--- src/rtl/rfs_pkg.sv ---
package rfs_pkg;

  // Chroma format codes seen on cfgChroma.
  typedef enum logic [1:0] {
    CHROMA_444  = 2'd0,
    CHROMA_422  = 2'd1,
    CHROMA_420  = 2'd2,
    CHROMA_RSVD = 2'd3
  } chroma_e;

  // Strobes from control to the coordinate datapath.
  typedef struct packed {
    logic clearPos;   // restart at column 0, line 0
    logic stepBeat;   // move to next beat on the same line
    logic stepLine;   // wrap to column 0 of the next line
  } pos_strobe_t;

endpackage

--- src/rtl/rfs_cfg_check.sv ---
module rfs_cfg_check
  import rfs_pkg::*;
#(
  parameter int MAX_DIM = 16384,
  parameter int PIX     = 4,
  localparam int DW     = $clog2(MAX_DIM + 1)
) (
  input  logic [DW-1:0] width,
  input  logic [DW-1:0] height,
  input  logic [3:0]    ilace,
  input  logic [1:0]    chroma,
  output logic          legal
);

  localparam bit PIX_OK = (PIX == 1) || ((PIX % 2) == 0);

  logic widthOk;
  logic heightOk;
  logic subsampled;
  logic subRuleOk;
  logic vertRuleOk;
  logic fieldRuleOk;

  always_comb begin
    widthOk     = (width != '0) && (width <= DW'(MAX_DIM));
    heightOk    = (height != '0) && (height <= DW'(MAX_DIM));
    subsampled  = (chroma == CHROMA_422) || (chroma == CHROMA_420);
    subRuleOk   = !subsampled || (!width[0] && PIX_OK);
    vertRuleOk  = (chroma != CHROMA_420) || !height[0];
    fieldRuleOk = !ilace[3] || (height >= DW'(2));
    legal       = widthOk && heightOk && (chroma != CHROMA_RSVD) &&
                  subRuleOk && vertRuleOk && fieldRuleOk;
  end

endmodule

--- src/rtl/rfs_datapath.sv ---
module rfs_datapath
  import rfs_pkg::*;
#(
  parameter int MAX_DIM = 16384,
  parameter int PIX     = 4,
  localparam int DW     = $clog2(MAX_DIM + 1)
) (
  input  logic           clk,
  input  logic           rst,
  input  pos_strobe_t    strobes,
  input  logic           valid,
  input  logic [DW-1:0]  actWidth,
  input  logic [DW-1:0]  fieldLines,
  output logic [DW-1:0]  posX,
  output logic [DW-1:0]  posY,
  output logic [PIX-1:0] laneMask,
  output logic           lastBeat,
  output logic           lastLine
);

  logic [DW-1:0] xReg;
  logic [DW-1:0] yReg;

  always_ff @(posedge clk) begin
    if (rst) begin
      xReg <= '0;
      yReg <= '0;
    end else if (strobes.clearPos) begin
      xReg <= '0;
      yReg <= '0;
    end else if (strobes.stepLine) begin
      xReg <= '0;
      yReg <= yReg + DW'(1);
    end else if (strobes.stepBeat) begin
      xReg <= xReg + DW'(PIX);
    end
  end

  assign lastBeat = ({1'b0, xReg} + (DW+1)'(PIX)) >= {1'b0, actWidth};
  assign lastLine = ({1'b0, yReg} + (DW+1)'(1)) >= {1'b0, fieldLines};
  assign posX     = xReg;
  assign posY     = yReg;

  for (genvar lane = 0; lane < PIX; lane++) begin : gLane
    assign laneMask[lane] = ({1'b0, xReg} + (DW+1)'(lane)) < {1'b0, actWidth};
  end


  x_in_range_chk: assert property (@(posedge clk) disable iff (rst)
    valid |-> (xReg < actWidth));


  y_in_range_chk: assert property (@(posedge clk) disable iff (rst)
    valid |-> (yReg < fieldLines));

endmodule

--- src/rtl/rfs_control.sv ---
module rfs_control
  import rfs_pkg::*;
#(
  parameter int MAX_DIM    = 16384,
  parameter int DEF_WIDTH  = 16,
  parameter int DEF_HEIGHT = 8,
  localparam int DW        = $clog2(MAX_DIM + 1)
) (
  input  logic          clk,
  input  logic          rst,
  input  logic          outReady,
  input  logic [DW-1:0] cfgWidth,
  input  logic [DW-1:0] cfgHeight,
  input  logic [3:0]    cfgIlace,
  input  logic          cfgLegal,
  input  logic          lastBeat,
  input  logic          lastLine,
  output pos_strobe_t   strobes,
  output logic          valid,
  output logic          sof,
  output logic          field,
  output logic          cfgError,
  output logic [DW-1:0] actWidth,
  output logic [DW-1:0] fieldLines
);

  logic          loadPending;
  logic          secondField;
  logic          atFieldStart;
  logic [DW-1:0] actHeight;
  logic [3:0]    actIlace;

  logic handshake;
  logic fieldEnd;
  logic interlaced;
  logic frameEnd;
  logic startFrame;
  logic nextField;

  always_comb begin
    handshake  = valid && outReady;
    fieldEnd   = handshake && lastBeat && lastLine;
    interlaced = actIlace[3];
    frameEnd   = fieldEnd && (!interlaced || secondField);
    startFrame = loadPending || frameEnd;
    nextField  = fieldEnd && interlaced && !secondField;

    strobes.clearPos = startFrame || nextField;
    strobes.stepBeat = handshake && !lastBeat;
    strobes.stepLine = handshake && lastBeat && !lastLine;

    fieldLines = interlaced ? (actHeight >> 1) : actHeight;
  end

  always_ff @(posedge clk) begin
    if (rst) begin
      valid        <= 1'b0;
      loadPending  <= 1'b1;
      secondField  <= 1'b0;
      atFieldStart <= 1'b0;
      field        <= 1'b0;
      cfgError     <= 1'b0;
      actWidth     <= DW'(DEF_WIDTH);
      actHeight    <= DW'(DEF_HEIGHT);
      actIlace     <= 4'd0;
    end else if (startFrame) begin
      valid        <= 1'b1;
      loadPending  <= 1'b0;
      secondField  <= 1'b0;
      atFieldStart <= 1'b1;
      if (cfgLegal) begin
        actWidth  <= cfgWidth;
        actHeight <= cfgHeight;
        actIlace  <= cfgIlace;
        field     <= (cfgIlace[3:2] == 2'b11);
        cfgError  <= 1'b0;
      end else begin
        field     <= (actIlace[3:2] == 2'b11);
        cfgError  <= 1'b1;
      end
    end else if (nextField) begin
      field        <= ~field;
      secondField  <= 1'b1;
      atFieldStart <= 1'b1;
    end else if (handshake) begin
      atFieldStart <= 1'b0;
    end
  end

  assign sof = valid && atFieldStart;


  prog_field_chk: assert property (@(posedge clk) disable iff (rst)
    (valid && !actIlace[3]) |-> !field);


  field_toggle_chk: assert property (@(posedge clk) disable iff (rst)
    nextField |=> (field != $past(field)));


  cfg_frame_only_chk: assert property (@(posedge clk) disable iff (rst)
    !startFrame |=> ($stable(actWidth) && $stable(actHeight) && $stable(actIlace)));


  hold_illegal_chk: assert property (@(posedge clk) disable iff (rst)
    (startFrame && !cfgLegal) |=> (cfgError && $stable(actWidth) && $stable(actHeight)));

endmodule

--- src/rtl/raster_field_seq.sv ---
module raster_field_seq
  import rfs_pkg::*;
#(
  parameter int MAX_DIM    = 16384,
  parameter int PIX        = 4,
  parameter int DEF_WIDTH  = 16,
  parameter int DEF_HEIGHT = 8,
  localparam int DW        = $clog2(MAX_DIM + 1)
) (
  input  logic           clk,
  input  logic           rst,
  input  logic [DW-1:0]  cfgWidth,
  input  logic [DW-1:0]  cfgHeight,
  input  logic [3:0]     cfgIlace,
  input  logic [1:0]     cfgChroma,
  input  logic           outReady,
  output logic           outValid,
  output logic [DW-1:0]  outX,
  output logic [DW-1:0]  outY,
  output logic [PIX-1:0] outLaneMask,
  output logic           outEol,
  output logic           outSof,
  output logic           outField,
  output logic           cfgError
);

  pos_strobe_t   strobes;
  logic          cfgLegal;
  logic          lastBeat;
  logic          lastLine;
  logic [DW-1:0] actWidth;
  logic [DW-1:0] fieldLines;

  rfs_cfg_check #(.MAX_DIM(MAX_DIM), .PIX(PIX)) uCheck (
    .width  (cfgWidth),
    .height (cfgHeight),
    .ilace  (cfgIlace),
    .chroma (cfgChroma),
    .legal  (cfgLegal)
  );

  rfs_control #(.MAX_DIM(MAX_DIM), .DEF_WIDTH(DEF_WIDTH), .DEF_HEIGHT(DEF_HEIGHT)) uCtrl (
    .clk        (clk),
    .rst        (rst),
    .outReady   (outReady),
    .cfgWidth   (cfgWidth),
    .cfgHeight  (cfgHeight),
    .cfgIlace   (cfgIlace),
    .cfgLegal   (cfgLegal),
    .lastBeat   (lastBeat),
    .lastLine   (lastLine),
    .strobes    (strobes),
    .valid      (outValid),
    .sof        (outSof),
    .field      (outField),
    .cfgError   (cfgError),
    .actWidth   (actWidth),
    .fieldLines (fieldLines)
  );

  rfs_datapath #(.MAX_DIM(MAX_DIM), .PIX(PIX)) uPath (
    .clk        (clk),
    .rst        (rst),
    .strobes    (strobes),
    .valid      (outValid),
    .actWidth   (actWidth),
    .fieldLines (fieldLines),
    .posX       (outX),
    .posY       (outY),
    .laneMask   (outLaneMask),
    .lastBeat   (lastBeat),
    .lastLine   (lastLine)
  );

  assign outEol = lastBeat;


  stall_hold_chk: assert property (@(posedge clk) disable iff (rst)
    (outValid && !outReady) |=> (outValid && $stable(outX) && $stable(outY) &&
                                 $stable(outField) && $stable(outSof) && $stable(outEol)));


  sof_origin_chk: assert property (@(posedge clk) disable iff (rst)
    outSof |-> (outX == '0 && outY == '0));

endmodule

--- config.mk ---
export PLATFORM = sky130hd
export DESIGN_NAME = raster_field_seq
export DESIGN_NICKNAME = d
export VERILOG_FILES = /design/src/rtl/rfs_pkg.sv /design/src/rtl/rfs_cfg_check.sv /design/src/rtl/rfs_datapath.sv /design/src/rtl/rfs_control.sv /design/src/rtl/raster_field_seq.sv
export SDC_FILE = /design/constraint.sdc
export NUM_CORES = 1
export LEC_CHECK = 0
export ABC_CLOCK_PERIOD_IN_PS = 4010
export CAP_MARGIN = 15
export CORE_ASPECT_RATIO = 0.5
export CORE_MARGIN = 3
export CORE_UTILIZATION = 25
export CTS_CLUSTER_SIZE = 12
export DETAILED_ROUTE_END_ITERATION = 12
export PLACE_DENSITY = 0.55
export SYNTH_ARGS = -nofsm -noshare
export SYNTH_HDL_FRONTEND = slang
export SYNTH_SLANG_ARGS = --single-unit
--- constraint.sdc ---
create_clock -name clk -period 4.01 [get_ports clk]
set_input_delay 0.6015 -clock clk [delete_from_list [all_inputs] [get_ports clk]]
set_output_delay 0.6015 -clock clk [all_outputs]
set_load 0.01 [all_outputs]
==> results of run 1 <==
[synth_stat cells, types with 3 or more instances]
master	n
mux2i_1	17
o211ai_1	3
nor2_1	39
a21o_1	6
buf_4	3
xnor2_1	15
o21a_1	4
and3_1	4
nand2b_1	4
inv_1	22
xor2_1	35
a211oi_1	4
buf_2	4
clkbuf_1	17
nand3_1	53
dfxtp_1	66
nand2_1	30
o21ai_0	42
a21oi_1	50
ha_1	47
buf_6	3
nand4_1	10
nor3_1	13
nor4_1	9
[routing by layer]
metal  vias to the layer above  share of wire
li1                       2100              -
met1                      2006           0.47
met2                        78           0.49
met5                         -              0
met4                         0         0.0094
met3                        12          0.037
[timing repair]
item	4_1_cts	5_1_grt
gates cloned	0	1
pin swaps	1	3
gates resized for setup	4	12
buffers inserted	1	2
endpoints found under the setup margin	1	21
[sequential cells by signal, summed over array words and instances (netlist names)]
name,count
uCtrl.field,1
uCtrl.actWidth,15
uPath.posX,13
uPath.posY,15
uCtrl.valid,1
uCtrl.actHeight,15
uCtrl.atFieldStart,1
uCtrl.cfgError,1
uCtrl.actIlace,2
uCtrl.secondField,1
uCtrl.loadPending,1
[report_power, final]
part           leakage [nW]  switching [mW]  internal, mW
Combinational          1.60          0.0931        0.0832
Clock                 0.147           0.285         0.480
Sequential            0.537         0.00891         0.668
[final cells by class]
cell class,instances,area (um^2),share of cell area
clock buffers,13,280.3,0.04747
clock inverters,2,10.01,0.001695
inverters,22,82.58,0.01399
multi-input cells,422,2937,0.4974
flip-flops and latches,66,1328,0.2248
well taps,227,284.0,0.04810
repair buffers,101,983.4,0.1666
[worst register-to-register path, delay by kind of cell, from the launching register on]
family | cells | cell delay (ns)
compound gates | 4 | 1.04
xor+xnor | 1 | 0.17
fa+ha+maj | 1 | 0.33
buf+inv | 1 | 0.25
flops | 1 | 0.42
simple gates | 8 | 1.45
[logic make-up (layout without fill, tap and decap cells)]
group	count (synthesis)	after routing	synth area share
AO/OA/AOI/OAI	125	125	0.1666
XOR/XNOR	50	50	0.09918
adder cells (fa/ha/maj)	47	47	0.1332
buffers and inverters	50	138	0.05129
flip-flops	66	66	0.2992
multiplexers	18	18	0.04109
other	1	2	0.0008493
AND/OR/NAND/NOR	180	180	0.2086
[final timing paths]
path | end | slack [ns] | startpoint | cells past startpoint
max reg2reg | uCtrl.actWidth[1] | 0.26 | uPath.posY[2] | 15
min | uCtrl.actWidth[3] | 0.48 | uCtrl.actWidth[3] | 2
max | outEol | 0.20 | uPath.posX[6] | 10
min reg2reg | uCtrl.actWidth[3] | 0.48 | uCtrl.actWidth[3] | 2
==> reports/qor.yml, run 1 <==
sta:
  period_minus_slack_ns: 3.813
  hold_viol_final: 0
  finalCritPeriodShare: 0.9508
  setup_tns_ns: 0
  setup_violations: 0
  max_freq_mhz: 262.3
  max_slew_margin: 0.5338
  tightest_slew_ns: 0.6994
  holdWs_ns: 0.4794
  fin_ws_ns: 0.1971
  maxSlewViolCount: 0
  finClkSkew_ns: 0.008715
routing:
  wire_per_inst_um: 14.46
  drt_wl_total_um: 12330
  avgViaCountPerCell: 4.919
  via_count: 4196
  ant_nets: 0
  initialDrtViolationCount: 203
  drt_pre_antenna_iters: 4
  drc: 0
synth:
  ys_seq_elements: 66
  synthCells: 537
  synth-edff-count: 0
  syn_area_per_cell_um2: 8.223
  yosys_warnings: 0
  synth_top_area_cell: "dfxtp_1"
  syn_area_um2: 4415
  synthDominantCellAreaShare: 0.2992
  synth_cell_types: 53
  async_flop_share: 0
  synth_area_leaders: "dfxtp_1 (30%), ha_1 (13%), xor2_1 (6.9%)"
  synthFlopType: "dfxtp_1"
  ys_seq_area_frac: 0.2992
worst_setup_path:
  cpMaxStageDelayCell: "clkdlybuf4s50_1"
  crit_chain: "nand4_1 > buf_4 > nor3_2 > xor2_1 > ha_1 > o21a_1 > o21a_1 > a221oi_2 > nand2_2 > clkdlybuf4s50_1"
  max_stage_delay_ns: 0.50
  cp_max_fo: 4
  worstSetupPathType: "reg2out"
  cp.required_ns: 3.41
  start_kind: "flop"
  cp.buffers_inverters: 2
  crit_top_cell: "o21a_1"
  end_kind: "output pin"
  cpLargestDelayFamily: "buffers and inverters"
  crit_arrival_ns: 3.21
floorplanning:
  die_y_um: 99.98
  die_area_um2: 19390
  die_w_um: 193.9
  core-area_um2: 16850
  top_level_ports: 78
  fp-row-count: 33
  initial_core_util: 0.2621
global_routing:
  use_met1: 0.1558
  grt_pass1_vias: 4045
  grt.met2_usage: 0.2187
  grt_busiest_layer: "met2"
  grt_pass1_wl_um: 19880
  met3_usage: 0.03052
  grt_start_max_net_pins: 39
  grt_use_total: 0.1240
  antenna_found_initial: 0
  grt_overflow_total: 0
clocking:
  cts_tree: "built"
  clkLatencyLatePin_ns: 0.33
  clkTransAtPathRegs_ns: 0.05
  cts.path.max_buffers: 2
  htree_num_levels: 3
  cts_root_buf: "clkbuf_16"
  cts_made_buffers: 9
  holdBufCountCts: 0
  cts_sinks: 66
pwr:
  power_mw: 1.618
  ir_drop_mv: 0.1845
  p_leak_nw: 2.282
  powerDensity_nw_per_um2: 274.1
placed_design:
  gp_congestion: 0.8439
  post-place-ws_ns: 0.1769
  place_area_um2: 5508
  dp_hpwl_um: 9310
  placed_cells_incl_taps: 834
  port_buffers: 73
final_layout:
  n_antenna_cell: 0
  layout.nets: 708
  area_delta_synth_final_pct: 33.72
  final_util: 0.3505
  layout_common_cells: "clkdlybuf4s50_1 (73), dfxtp_1 (61), nand3_1 (51)"
  layout_commonest_cell: "clkdlybuf4s50_1"
  fillCellCount: 1768
  drive_above_1_share: 0.1118
  design_area_um2: 5904
  instances_no_fill: 853
status:
  status: "complete, no violations"
job:
  cap_violations: 0
min_path:
  hold_class: "reg2reg"
Note: power is estimated with default switching activity, not from simulation.
==> run 2: changes to the inputs <==
--- a/config.mk
+++ b/config.mk
@@ -7,8 +7,8 @@
 export LEC_CHECK = 0
 export ABC_CLOCK_PERIOD_IN_PS = 4010
 export CAP_MARGIN = 15
-export CORE_ASPECT_RATIO = 0.5
-export CORE_MARGIN = 3
+export CORE_ASPECT_RATIO = 1.75
+export CORE_MARGIN = 2
 export CORE_UTILIZATION = 25
 export CTS_CLUSTER_SIZE = 12
 export DETAILED_ROUTE_END_ITERATION = 12
==> run 2 against run 1 <==
Against the previous run:
- critical endpoint unchanged
- register-to-register slack improved by 0.09 ns
- largest power group unchanged
- flip-flop and latch count did not move
- sequential share of layout area fell by 0.19 points
- critical path depth did not move
- global-route usage rose by 2.4 points
- power rose by 8.7%
- final cell count rose by 0.94%
==> reports/qor.yml, run 2 (synthesis results as in run 1) <==
worst_setup_path:
  worstSetupPathType: "reg2out"
  end_kind: "output pin"
  r2r_end: "uCtrl.actHeight[9]"
  start_kind: "flop"
  crit_arrival_ns: 3.20  # about the same
  r2r_cells: 15  # unchanged
  cp_max_fo: 7  # +3
  reg2reg_slack_ns: 0.35  # +0.09 ns
  cp.required_ns: 3.41  # about the same
  r2r-start: "uPath.posY[0]"
clocking:
  clkLatencyLatePin_ns: 0.33  # about the same
  cts.path.max_buffers: 2  # unchanged
  cts_root_buf: "clkbuf_16"
  htree_num_levels: 3  # unchanged
  cts_tree: "built"
  clkTransAtPathRegs_ns: 0.06  # about the same
  cts_sinks: 66  # unchanged
  cts_made_buffers: 9  # unchanged
global_routing:
  grt_use_total: 0.1482  # +0.02424
  antenna_found_initial: 0  # unchanged
  grt_pass1_vias: 4349  # +7.5%
  grt_overflow_total: 0  # unchanged
  grt_start_max_net_pins: 39  # unchanged
  grt_pass1_wl_um: 22160  # +11%
final_layout:
  layout.nets: 711  # +0.42%
  layout_common_cells: "clkdlybuf4s50_1 (73), dfxtp_1 (61), nand3_1 (52)"
  fillCellCount: 1852  # +4.8%
  layout_commonest_cell: "clkdlybuf4s50_1"
  n_antenna_cell: 0  # unchanged
  instances_no_fill: 861  # +0.94%
  drive_above_1_share: 0.1127  # +0.0008773
  area_delta_synth_final_pct: 34.85
floorplanning:
  die_y_um: 179.8  # +80%
  core-area_um2: 17380  # +3.1%
  top_level_ports: 78  # unchanged
  die_w_um: 104.5  # -46%
  fp-row-count: 64  # +94%
  die_area_um2: 18780  # -3.1%
  initial_core_util: 0.2541  # -0.008002
sta:
  rsz0062_at_grt: "no"
  finalCritPeriodShare: 0.9488  # -0.002009
  maxSlewViolCount: 0  # unchanged
  max_slew_margin: 0.5302  # -0.003588
  setup_tns_ns: 0  # unchanged
  max_freq_mhz: 262.8  # +0.21%
  hold_viol_final: 0  # unchanged
  tightest_slew_ns: 0.6974  # -0.001988 ns
  finClkSkew_ns: 0.006156  # -0.002559 ns
  setup_violations: 0  # unchanged
  period_minus_slack_ns: 3.805  # -0.008057 ns
routing:
  wire_per_inst_um: 15.85  # +9.6%
  avgViaCountPerCell: 4.872  # -0.95%
  drt_pre_antenna_iters: 4  # unchanged
  drc: 0  # unchanged
  via_count: 4195  # -0.024%
  initialDrtViolationCount: 192  # -5.4%
  ant_nets: 0  # unchanged
  drt_wl_total_um: 13640  # +11%
min_path:
  holdPathStages: 2  # unchanged
  hold_class: "reg2reg"
  hold_start: "uCtrl.actWidth[14]"
  worst_hold_path.endpoint: "uCtrl.actWidth[14]"
placed_design:
  dp_hpwl_um: 10580  # +14%
  gp_congestion: 0.8608  # +2.0%
  placed_cells_incl_taps: 843  # +1.1%
  port_buffers: 73  # unchanged
status:
  status: "complete, no violations"
pwr:
  p_leak_nw: 2.304  # +0.98%
  ir_drop_mv: 0.1512  # -18%
  powerDensity_nw_per_um2: 295.5  # +7.8%
job:
  cap_violations: 0  # unchanged
==> run 2: how the worst max path moves through the flow <==
| stage | startpoint | to | depth (start not counted) |
|---|---|---|---|
| after CTS | uPath.posX[2] | outEol | 9 |
| after detailed placement | uPath.posX[3] | outEol | 9 |
| final | uPath.posX[3] | outEol | 10 |
| after global routing | uPath.posX[3] | outEol | 10 |
| after floorplan | uPath.posY[0] | uPath.posY[4] | 16 |
| after global placement | uPath.posX[3] | outEol | 9 |
==> run 2: layout make-up <==
class	instances	area, um^2	share of cell area
inverter	22	82.58	0.01387
multi-input combinational	422	2928	0.4917
timing repair buffer	104	988.4	0.1660
clock buffer	12	266.5	0.04476
sequential	66	1328	0.2229
tap	231	289.0	0.04854
clock inverter	4	72.57	0.01219
==> run 2: worst max-delay path, stage by stage, from the launching register on <==
cell	delay, ns
dfxtp_2	0.42
ha_1	0.24
nand3_1	0.26
nor2_1	0.25
xor2_1	0.19
ha_1	0.26
o21ai_0	0.15
o21ai_1	0.11
a221oi_2	0.32
nand2_1	0.15
clkdlybuf4s50_1	0.51
==> run 2: metrics by stage <==
step | cell area, um^2 | setup WS (ns) | utilization | total power, mW | hold slack (ns)
3_5_place_dp | 5550 | 0.3125 | 0.3194 | 0.8789 | 0.4685
4_1_cts | 5912 | 0.02467 | 0.3402 | 1.783 | 0.4764
3_3_place_gp | 5550 | 0.2656 | 0.3194 | 0.8787 | 0.4621
5_1_grt | 5954 | 0.01270 | 0.3427 | 1.830 | 0.5018
2_1_floorplan | 4419 | 0.4738 | - | 0.7833 | 0.4514
6_report | 5954 | 0.2052 | 0.3427 | 1.760 | 0.4722
==> run 2: routing by layer <==
metal	share of wire	track usage	routed length, um
met5	0	0	0
met4	0.035	0.07243	478
met3	0.040	0.02901	546
met2	0.54	0.2756	7353
met1	0.39	0.1567	5267
==> run 2: power by group <==
group | switching [mW] | internal [mW]
combinational | 0.100 | 0.0868
sequential | 0.00915 | 0.667
clock | 0.302 | 0.594
total | 0.411 | 1.35
==> run 2: timing repair <==
item	in CTS	in global routing
endpoints found under the setup margin	1	1
pin swaps	1	0
buffers inserted	2	0
hold buffers	0	0
cloned	0	0
resized for setup	2	12
==> run 3: changes to the inputs <==
--- a/config.mk
+++ b/config.mk
@@ -9,10 +9,11 @@
 export CAP_MARGIN = 15
 export CORE_ASPECT_RATIO = 1.75
 export CORE_MARGIN = 2
-export CORE_UTILIZATION = 25
+export CORE_UTILIZATION = 54
 export CTS_CLUSTER_SIZE = 12
 export DETAILED_ROUTE_END_ITERATION = 12
-export PLACE_DENSITY = 0.55
+export GPL_ROUTABILITY_DRIVEN = 0
+export PLACE_DENSITY = 0.93
 export SYNTH_ARGS = -nofsm -noshare
 export SYNTH_HDL_FRONTEND = slang
 export SYNTH_SLANG_ARGS = --single-unit
==> run 3 against run 2 <==
Against the previous run:
- via count grew 9.5%
- power shrank 12%
- die area is 52% lower
- clock skew rose by 0.0062 ns
- hold slack gained 0.0047 ns
- worst setup slack worse by 0.021 ns
- flip-flop and latch count is the same
- sequential power hardly changed
- critical path type is now reg2reg
- largest power group unchanged
- highest routed layer unchanged
==> reports/qor.yml, run 3 (synthesis results as in run 1) <==
final_layout:
  layout_common_cells: "clkdlybuf4s50_1 (72), dfxtp_1 (60), nand3_1 (52)"
  layout_commonest_cell: "clkdlybuf4s50_1"
  fillCellCount: 559  # -70%
  drive_above_1_share: 0.1032  # -0.009473
  area_delta_synth_final_pct: 28.31
  n_antenna_cell: 0  # unchanged
  final_util: 0.7163  # +0.3737
  layout.nets: 705  # -0.84%
sta:
  period_minus_slack_ns: 3.826  # +0.02082 ns
  max_freq_mhz: 261.4  # -0.54%
  setup_violations: 0  # unchanged
  finalCritPeriodShare: 0.9540  # +0.005193
  fin_ws_ns: 0.1844  # -0.02082 ns
  finClkSkew_ns: 0.01236  # +0.006203 ns
  holdWs_ns: 0.4769  # +0.004712 ns
  rsz0062_at_grt: "no"
  max_slew_margin: 0.5606  # +0.03041
  hold_viol_final: 0  # unchanged
  setup_tns_ns: 0  # unchanged
  maxSlewViolCount: 0  # unchanged
  tightest_slew_ns: 0.6591  # -0.03824 ns
routing:
  ant_nets: 0  # unchanged
  drc: 0  # unchanged
  drt_pre_antenna_iters: 6  # +2
  drt_wl_total_um: 13640  # about the same
  wire_per_inst_um: 19.21  # +21%
  avgViaCountPerCell: 6.468  # +33%
  initialDrtViolationCount: 378  # +97%
  via_count: 4592  # +9.5%
clocking:
  holdBufCountCts: 0  # unchanged
  cts_sinks: 66  # unchanged
  cts_made_buffers: 9  # unchanged
  cts_tree: "built"
  clkLatencyLatePin_ns: 0.34  # about the same
  clkTransAtPathRegs_ns: 0.05  # about the same
  htree_num_levels: 3  # unchanged
  cts.path.max_buffers: 2  # unchanged
  cts_root_buf: "clkbuf_16"
global_routing:
  grt_pass1_vias: 4635  # +6.6%
  grt_start_max_net_pins: 39  # unchanged
  grt_overflow_total: 0  # unchanged
  grt_pass1_wl_um: 21670  # -2.2%
  grt_use_total: 0.3141  # +0.1658
  antenna_found_initial: 0  # unchanged
worst_setup_path:
  start_kind: "flop"
  end_kind: "flop"
  crit_arrival_ns: 4.03  # +0.83 ns
  r2r_cells: 15  # unchanged
  worstSetupPathType: "reg2reg"
  r2r-start: "uPath.posY[1]"
  cp.required_ns: 4.21  # +0.80 ns
  cp_max_fo: 32  # +25
  reg2reg_slack_ns: 0.18  # -0.17 ns
  r2r_end: "uCtrl.actWidth[10]"
status:
  status: "complete, no violations"
placed_design:
  post-place-ws_ns: 0.1439  # -0.1686 ns
  port_buffers: 73  # unchanged
  dp_hpwl_um: 9825  # -7.1%
floorplanning:
  initial_core_util: 0.5583  # +0.3042
  core-area_um2: 7909  # -54%
  die_area_um2: 8945  # -52%
  fp-row-count: 43  # -33%
  top_level_ports: 78  # unchanged
  die_w_um: 72.36  # -31%
  die_y_um: 123.6  # -31%
pwr:
  power_mw: 1.553  # -12%
  combPwrFrac: 0.120  # +0.014
  clkPwrFrac: 0.444  # -0.065
  ir_drop_mv: 0.2227  # +47%
  p_leak_nw: 2.241  # -2.8%
  p_seq_frac: 0.436  # +0.052
  p_sw_mw: 0.3809  # -7.4%
  power.internal_mw: 1.172  # -13%
  p_sw_frac: 0.2453  # +0.01149
  powerDensity_nw_per_um2: 274.1  # -7.2%
min_path:
  holdPathStages: 2  # unchanged
  hold_start: "uCtrl.actWidth[6]"
  worst_hold_path.endpoint: "uCtrl.actWidth[6]"
  hold_class: "reg2reg"
job:
  cap_violations: 0  # unchanged
-- run 3: cell types whose count changed in the layout (fill, tap and decap cells not counted), moves of 2 or more --
cell / previous run / this run
clkbuf_8: 3 / 1
nor2_1: 39 / 36
buf_4: 29 / 22
bufinv_16: 2 / 0
nor2_2: 1 / 3
-- run 3: worst max-delay path: stages (launching register included) --
cell and delay [ns]:
dfxtp_1 0.37, and3_4 0.23, nand3_4 0.11, or2_2 0.37
nor2_2 0.16, nand3_1 0.16, xnor2_1 0.17, ha_1 0.32
nand4_1 0.18, a211o_1 0.27, a311o_1 0.35, nand4_1 0.26
a31oi_2 0.18, buf_12 0.19, o21ai_0 0.26, a21oi_2 0.10
-- run 3: how the worst max path moves through the flow --
stage / startpoint / to / slack, ns / cells past startpoint
finish: uPath.posY[1] / uCtrl.actWidth[10] / 0.18 / 15
global route: uPath.posY[1] / uCtrl.actWidth[13] / 0.04 / 15
CTS: uPath.posX[3] / outEol / 0.001 / 10
detailed placement: uPath.posY[2] / uCtrl.actWidth[10] / 0.14 / 15
global placement: uPath.posY[2] / uCtrl.actHeight[7] / 0.26 / 15
floorplan: uPath.posY[0] / uPath.posY[4] / 0.47 / 16
-- run 3: routing by layer --
layer | vias up | track usage | wire [um]
li1 | 2085 | - | -
met1 | 2140 | 0.3105 | 4541
met2 | 277 | 0.5700 | 7099
met3 | 90 | 0.04854 | 874
met4 | 0 | 0.2429 | 1124
met5 | - | 0 | 0
-- run 3: repair_timing --
item                       4_1_cts  5_1_grt
setup endpoints to repair        1       48
gates resized for setup          6       12
setup buffers                    2        0
pin swaps                        1        2
gates cloned                     0        1
-- run 3: through the flow --
step                cell area, um^2  cells
floorplan                      4419    538
global placement               5321    695
detailed placement             5321    695
CTS                            5605    709
global route                   5665    710
finish                         5665    710
-- run 3: cell type report --
class | instances | area, um^2 | area share
Multi-Input combinational cell | 422 | 2930 | 0.5172
Sequential cell | 66 | 1329 | 0.2345
Timing Repair Buffer | 98 | 963.4 | 0.1701
Clock buffer | 11 | 242.7 | 0.04284
Tap cell | 90 | 112.6 | 0.01988
Inverter | 22 | 82.58 | 0.01458
Clock inverter | 1 | 5.005 | 0.0008834
-- run 3: power by group through the flow --
stage               Sequential [mW]  Combinational, mW  Clock (mW)
finish                        0.678              0.186       0.690
global route                  0.678              0.199       0.724
CTS                           0.677              0.177       0.695
detailed placement            0.690              0.175           0
global placement              0.690              0.169           0
floorplan                     0.688             0.0954           0
